`src/rtl/kmatch_pkg.sv`:
```
package kmatch_pkg;
    localparam int BUS_W  = 32;
    localparam int KEY_W  = 2 * BUS_W;
    localparam int DATA_W = 16;

    typedef struct packed {
        logic              valid;
        logic              vpath;
        logic [KEY_W-1:0]  key;
        logic [DATA_W-1:0] data;
    } entry_t;

    typedef struct packed {
        logic              found;
        logic              vpath;
        logic [DATA_W-1:0] data;
    } result_t;

    // narrow keys compare only the lower bus-width half
    function automatic logic key_eq(input logic [KEY_W-1:0] a,
                                    input logic [KEY_W-1:0] b,
                                    input logic wide);
        logic [KEY_W-1:0] m;
        m = wide ? {KEY_W{1'b1}} : {{BUS_W{1'b0}}, {BUS_W{1'b1}}};
        return ((a ^ b) & m) == '0;
    endfunction
endpackage

```
`src/rtl/kmatch_capture.sv`:
```
module kmatch_capture
    import kmatch_pkg::*;
(
    input  logic             clk,
    input  logic             rst,
    input  logic [BUS_W-1:0] bus,
    input  logic             low_stb,
    input  logic             start_stb,
    input  logic             wide,
    input  logic             idle,
    output logic             accept,
    output logic [KEY_W-1:0] key_q,
    output logic             wide_q
);
    logic [BUS_W-1:0] low_q;
    logic             start_d;

    assign accept = start_stb && !start_d && idle;

    always_ff @(posedge clk) begin
        if (rst) begin
            low_q   <= '0;
            start_d <= 1'b0;
            key_q   <= '0;
            wide_q  <= 1'b0;
        end else begin
            start_d <= start_stb;
            if (low_stb) low_q <= bus;
            if (accept) begin
                key_q  <= wide ? {bus, low_q} : {{BUS_W{1'b0}}, bus};
                wide_q <= wide;
            end
        end
    end
endmodule

```
`src/rtl/kmatch_table.sv`:
```
module kmatch_table
    import kmatch_pkg::*;
#(
    parameter int DEPTH = 8
) (
    input  logic              clk,
    input  logic              rst,
    input  logic              ld_en,
    input  logic [KEY_W-1:0]  ld_key,
    input  logic              ld_vpath,
    input  logic [DATA_W-1:0] ld_data,
    input  logic [KEY_W-1:0]  srch_key,
    input  logic              srch_wide,
    output logic              hit,
    output logic              hit_vpath,
    output logic [DATA_W-1:0] hit_data
);
    localparam int IDX_W = (DEPTH > 1) ? $clog2(DEPTH) : 1;

    entry_t           tbl [DEPTH];
    logic [DEPTH-1:0] dup_v, free_v, hit_v;
    logic [IDX_W-1:0] wr_idx, hit_idx;
    logic             wr_ok;

    for (genvar g = 0; g < DEPTH; g++) begin : g_cmp
        assign dup_v[g]  = tbl[g].valid && (tbl[g].key == ld_key);
        assign free_v[g] = !tbl[g].valid;
        assign hit_v[g]  = tbl[g].valid && key_eq(tbl[g].key, srch_key, srch_wide);
    end

    // write slot: an equal key wins over the lowest free slot
    always_comb begin
        wr_ok  = 1'b0;
        wr_idx = '0;
        for (int i = DEPTH - 1; i >= 0; i--) begin
            if (free_v[i]) begin
                wr_idx = IDX_W'(i);
                wr_ok  = 1'b1;
            end
        end
        for (int i = DEPTH - 1; i >= 0; i--) begin
            if (dup_v[i]) begin
                wr_idx = IDX_W'(i);
                wr_ok  = 1'b1;
            end
        end
    end

    // lowest index hit wins
    always_comb begin
        hit_idx = '0;
        for (int i = DEPTH - 1; i >= 0; i--) begin
            if (hit_v[i]) hit_idx = IDX_W'(i);
        end
    end

    assign hit       = |hit_v;
    assign hit_vpath = tbl[hit_idx].vpath;
    assign hit_data  = tbl[hit_idx].data;

    always_ff @(posedge clk) begin
        if (rst) begin
            for (int i = 0; i < DEPTH; i++) tbl[i] <= '0;
        end else if (ld_en && wr_ok) begin
            tbl[wr_idx] <= '{valid: 1'b1, vpath: ld_vpath, key: ld_key, data: ld_data};
        end
    end

    for (genvar a = 0; a < DEPTH; a++) begin : g_ua
        for (genvar b = a + 1; b < DEPTH; b++) begin : g_ub
            p_unique_keys_r7: assert property (@(posedge clk) disable iff (rst)
                !(tbl[a].valid && tbl[b].valid && (tbl[a].key == tbl[b].key)));
        end
    end
endmodule

```
`src/rtl/kmatch_seq.sv`:
```
module kmatch_seq
    import kmatch_pkg::*;
#(
    parameter int LAT = 3
) (
    input  logic              clk,
    input  logic              rst,
    input  logic              accept,
    input  logic              hit,
    input  logic              hit_vpath,
    input  logic [DATA_W-1:0] hit_data,
    input  logic              atm,
    input  logic              oe,
    output logic              idle,
    output logic              done,
    output logic              found,
    output logic              vpath,
    output logic [DATA_W-1:0] out_data
);
    localparam int CNT_W = $clog2(LAT + 1);

    logic [CNT_W-1:0] cnt;
    result_t          res_q;

    assign idle     = (cnt == '0);
    assign found    = res_q.found;
    assign vpath    = res_q.vpath;
    assign out_data = oe ? res_q.data : '0;

    always_ff @(posedge clk) begin
        if (rst) begin
            cnt   <= '0;
            done  <= 1'b0;
            res_q <= '0;
        end else begin
            done        <= 1'b0;
            res_q.found <= 1'b0;
            res_q.vpath <= 1'b0;
            if (accept)        cnt <= CNT_W'(LAT);
            else if (!idle)    cnt <= cnt - 1'b1;
            if (cnt == CNT_W'(1)) begin
                done        <= 1'b1;
                res_q.found <= hit;
                res_q.vpath <= hit && hit_vpath && atm;
                res_q.data  <= hit ? hit_data : '0;
            end
        end
    end

    p_done_single_r3: assert property (@(posedge clk) disable iff (rst)
        done |=> !done);
    p_found_needs_done_r4: assert property (@(posedge clk) disable iff (rst)
        found |-> done);
    p_vpath_needs_found_r5: assert property (@(posedge clk) disable iff (rst)
        vpath |-> found);
    p_data_hold_r6: assert property (@(posedge clk) disable iff (rst)
        ($stable(oe) && !done) |-> $stable(out_data));
    p_busy_no_reload_r8: assert property (@(posedge clk) disable iff (rst)
        (cnt != '0) |=> (cnt == $past(cnt) - 1'b1));
endmodule

```
`src/rtl/keymatch_engine.sv`:
```
module keymatch_engine
    import kmatch_pkg::*;
#(
    parameter int DEPTH = 8,
    parameter int LAT   = 3
) (
    input  logic              clk,
    input  logic              rst,
    input  logic [BUS_W-1:0]  mq_bus,
    input  logic              low_latch,
    input  logic              start,
    input  logic              wide_mode,
    input  logic              atm_mode,
    input  logic              out_en,
    input  logic              ld_en,
    input  logic [KEY_W-1:0]  ld_key,
    input  logic              ld_vpath,
    input  logic [DATA_W-1:0] ld_data,
    output logic              match_done,
    output logic              match_found,
    output logic              match_vpath,
    output logic [DATA_W-1:0] match_data
);
    logic              accept, idle, wide_q, hit, hit_vpath;
    logic [KEY_W-1:0]  key_q;
    logic [DATA_W-1:0] hit_data;

    kmatch_capture u_cap (
        .clk(clk), .rst(rst), .bus(mq_bus), .low_stb(low_latch),
        .start_stb(start), .wide(wide_mode), .idle(idle),
        .accept(accept), .key_q(key_q), .wide_q(wide_q)
    );

    kmatch_table #(.DEPTH(DEPTH)) u_tbl (
        .clk(clk), .rst(rst), .ld_en(ld_en), .ld_key(ld_key),
        .ld_vpath(ld_vpath), .ld_data(ld_data), .srch_key(key_q),
        .srch_wide(wide_q), .hit(hit), .hit_vpath(hit_vpath), .hit_data(hit_data)
    );

    kmatch_seq #(.LAT(LAT)) u_seq (
        .clk(clk), .rst(rst), .accept(accept), .hit(hit), .hit_vpath(hit_vpath),
        .hit_data(hit_data), .atm(atm_mode), .oe(out_en), .idle(idle),
        .done(match_done), .found(match_found), .vpath(match_vpath),
        .out_data(match_data)
    );
endmodule

```
`config.mk`:
```
export PLATFORM = sky130hd
export DESIGN_NAME = keymatch_engine
export DESIGN_NICKNAME = d
export VERILOG_FILES = /design/src/rtl/kmatch_pkg.sv /design/src/rtl/kmatch_capture.sv /design/src/rtl/kmatch_table.sv /design/src/rtl/kmatch_seq.sv /design/src/rtl/keymatch_engine.sv
export SDC_FILE = /design/constraint.sdc
export NUM_CORES = 2
export LEC_CHECK = 0
export ABC_CLOCK_PERIOD_IN_PS = 12250
export BUFFER_PORTS_ARGS = -buffer_cell sky130_fd_sc_hd__buf_2
export CAP_MARGIN = 40
export CORE_AREA = 3 3 248 310
export DETAILED_ROUTE_END_ITERATION = 12
export DIE_AREA = 0 0 251 313
export GPL_TIMING_DRIVEN = 0
export PLACE_DENSITY = 0.74
export SYNTH_ARGS = -nofsm -noshare
export SYNTH_HDL_FRONTEND = slang
export SYNTH_HIERARCHICAL = 1
export SYNTH_SLANG_ARGS = --single-unit
```
`constraint.sdc`:
```
create_clock -name clk -period 12.25 [get_ports clk]
set_input_delay 1.8375 -clock clk [delete_from_list [all_inputs] [get_ports clk]]
set_output_delay 1.8375 -clock clk [all_outputs]
set_load 0.005 [all_outputs]
```
==> results_dict.tcl <==
set metrics [dict create \
    fin_tns_setup_ns 0 \
    grt_pass1_wl_um 282000 \
    finalSetupViolations 0 \
    clk-insertion-delay-late_ns 0.67 \
    synthFlopType "edfxtp_1" \
    drc 0 \
    worst_r2r_endpoint "u_seq/res_q[15]$_SDFFE_PP0P_" \
    maxCapViolations 0 \
    switching_share_pct 31.4 \
    synth.largest_area_cell "edfxtp_1" \
    dpl.cell_count 5206 \
    multiInputGateArea_um2 20300 \
    status "finished, final reports clean" \
    pin_count 140 \
    antenna_found_initial 12 \
    num_vias 37900 \
    die_w_um 251 \
    final_nets 4454 \
    yosysSeqAreaShare_pct 49.7 \
    totalWireLength_um 210000 \
    r2r_start "u_cap/key_q[59]$_SDFFE_PP0P_" \
    cts_sinks 775 \
    clkTransAtPathRegs_ns 0.06 \
    worst_pin_slew_ns 1.03 \
    syn_avg_cell_area_um2 10.9 \
    synth_top_area_share_pct 43.9 \
    pre_cts_ws_ns 4.87 \
    leakagePower_uw 0.0199 \
    max_freq_ghz 0.143 \
    ys_types 79 \
    async_reset_ff_share_pct 0 \
    rrSetupSlack_ns 6.25 \
    hold_depth 1 \
    grt_max_degree 62 \
    dp_hpwl_um 163000 \
    r2r_cells 17 \
    rsz0062_at_grt "false" \
    p_comb_share_pct 19.6 \
    syn_to_final_growth_pct 13.2 \
    first_pass_iters 9 \
    syn_inst 4058 \
    period_share_pct 57.1 \
    maxSlewViolCount 0 \
    fin_util_pct 67.8 \
    ys_ff_latch 775 \
    ant_nets 0 \
    core_um2 73900 \
    slowest_stage "o21ai_4" \
    drive_above_1_share_pct 13.2 \
    switching_power_uw 2220 \
    synth_area_um2 44300 \
    hold_end "u_cap/key_q[30]$_SDFFE_PP0P_" \
    finalHoldViolCount 0 \
    final_cell_mix "edfxtp_1 (648), xnor2_1 (500), xor2_1 (404)" \
    die_area_um2 78600 \
    p_seq_share_pct 44.3 \
    synth_edf_count 648 \
    yosysWarnings 6 \
    worstPathRequired_ns 12.63 \
    ir_worst_vdd_v 0.000187 \
    rows 111 \
    cts_htree_levels 3 \
    die_y_um 313 \
    critPathKind "primary input to flop" \
    arrival_ns 7.37 \
    power_density_nw_per_um2 141 \
    syn_nets 4181 \
    cts_buffers 80 \
    drtIter0Drc 6668 \
    grtUsageTotal_pct 52.4 \
    wl_per_cell_um 39.2 \
    path_cells "clkbuf_1 > clkbuf_1 > xnor2_1 > nand4_1 > nor4_1 > nand4_1 > nor2_1 > a21oi_1 > o21ai_0 > a21oi_1 > buf_4 > clkbuf_1 > o21ai_4 > buf_16 > buf_12 > buf_16" \
    gp_congestion 1.12 \
    first_global_vias 35800 \
    p_int_uw 4860 \
    final_common_cell "edfxtp_1" \
    end_kind "flop" \
    num-fill-cells 5731 \
    setup_slack_ns 5.25 \
    port_buffers 86 \
    finalCriticalPeriod_ns 7.00 \
    synth.top_cells.by_area "edfxtp_1 (44%), xnor2_1 (9.9%), xor2_1 (8.0%)" \
    crit_top_cell "clkbuf_1" \
    clockRootBuffer "clkbuf_16" \
    ctsLongestPathBuffers 3 \
    clkPwrFrac_pct 36.1 \
    hold_buffers 0 \
    cp-start-kind "primary input" \
    cts-resized-gates 0 \
    path_max_fanout 25 \
    layout.cells.non_filler 5363 \
    vias_per_cell 7.07 \
    relSlewSlack_pct 30.7 \
    cts_tree "yes" \
    finClkSkew_ns 0.0345 \
    start_util_pct 59.9 \
    critPathMaxStageDelay_ns 0.85 \
    fin_hold_ws_ns 0.456 \
    grt.overflow.total 0 \
    post_cts_buffers 0 \
    worstHoldPathType "flop to flop" \
    min_from "u_cap/key_q[30]$_SDFFE_PP0P_" \
    seq_area_um2 22000 \
]
cell families (layout without fill, tap and decap cells):
kind of cell,after synthesis,count (layout),synth area share (%)
compound gates,271,271,4.68
xor+xnor,904,904,17.9
fa+ha+maj,2,2,0.0565
buf+inv,428,765,4.54
flops,775,775,49.7
mux,99,99,2.24
other cells,0,8,0
simple gates,1579,1579,20.9
layout make-up:
cell class / count / area share (%)
sequential: 775 / 43.9
buffer: 347 / 3.40
multi-input combinational: 2855 / 40.5
inverter: 81 / 0.617
antenna: 8 / 0.0399
clock buffer: 111 / 4.47
clock inverter: 35 / 0.889
tap: 960 / 2.40
timing repair buffer: 191 / 3.75
through the flow:
step	total power, uW	area [um2]
3_5_place_dp	4470	47400
6_report	7070	50100
5_1_grt	7170	50100
3_3_place_gp	4400	45900
2_1_floorplan	3850	44300
4_1_cts	6960	50100
registers in the layout (all words and copies together), names as in the netlist:
register,flops
u_seq/done,1
u_cap/wide_q,1
u_seq/res_q,16
u_seq/cnt,2
u_seq/vpath,1
u_seq/found,1
u_cap/low_q,32
u_cap/start_d,1
u_cap/key_q,64
u_tbl/tbl,656
per-layer routing:
layer	wire [um]	part of all wire, %	vias to the layer above	track usage [%]
li1	-	-	15000	-
met1	67800	32	18000	62.6
met2	85000	40	3805	74.4
met3	34800	17	1118	20.7
met4	22300	11	10	43.1
met5	242	0.12	-	1.49
synth_stat cells (8+ instances only):
library cell,instances
or4_1,12
a22oi_1,8
o21ai_0,18
edfxtp_1,648
a221o_1,20
nand2b_1,41
nor3_1,105
nand4_1,173
and3_1,252
nor3_2,30
nor2b_1,50
o22ai_1,23
inv_1,78
mux2i_1,98
a21oi_2,10
a22o_1,15
buf_2,137
and2_1,336
xor2_1,404
nor4bb_1,8
buf_6,11
o2111ai_1,11
nor2_2,11
buf_4,31
nand2_1,111
xnor2_1,500
nand3_1,70
o311ai_0,16
nor2_1,165
a21oi_1,46
clkbuf_2,10
o221ai_1,9
and4_1,9
dfxtp_1,127
o2bb2ai_1,42
a21o_1,11
nor4_1,157
clkbuf_1,152
a2111oi_0,9
power by group through the flow:
| stage | Sequential, uW | Combinational, uW | Clock [uW] |
|---|---|---|---|
| 2_1_floorplan | 3130 | 722 | 0 |
| 3_3_place_gp | 3190 | 1210 | 0 |
| 3_5_place_dp | 3170 | 1290 | 0 |
| 4_1_cts | 3120 | 1300 | 2540 |
| 5_1_grt | 3140 | 1390 | 2640 |
| 6_report | 3140 | 1390 | 2550 |
worst max-delay path: cells and delay by family:
kind,cells,cell delay (ns)
xor gates and xnor gates,1,0.20
AOI/OAI and AO/OA,4,1.45
and+or+nand+nor,4,1.18
buffers and inverters,7,2.66
worst max-delay path by stage:
| stage | from | endpoint | slack (ns) | depth (start not counted) |
|---|---|---|---|---|
| CTS | ld_key[39] | u_tbl/tbl[5][72]$_DFFE_PP_ | 5.55 | 16 |
| global placement | ld_key[37] | u_tbl/tbl[7][12]$_DFFE_PP_ | -3.70 | 11 |
| global route | ld_key[19] | u_tbl/tbl[5][68]$_DFFE_PP_ | 5.35 | 16 |
| finish | ld_key[39] | u_tbl/tbl[5][58]$_DFFE_PP_ | 5.25 | 16 |
| floorplan | ld_key[8] | u_tbl/tbl[5][0]$_DFFE_PP_ | 1.76 | 11 |
| detailed placement | ld_key[39] | u_tbl/tbl[5][78]$_DFFE_PP_ | 4.87 | 16 |
Note: power is estimated with default switching activity, not from simulation.
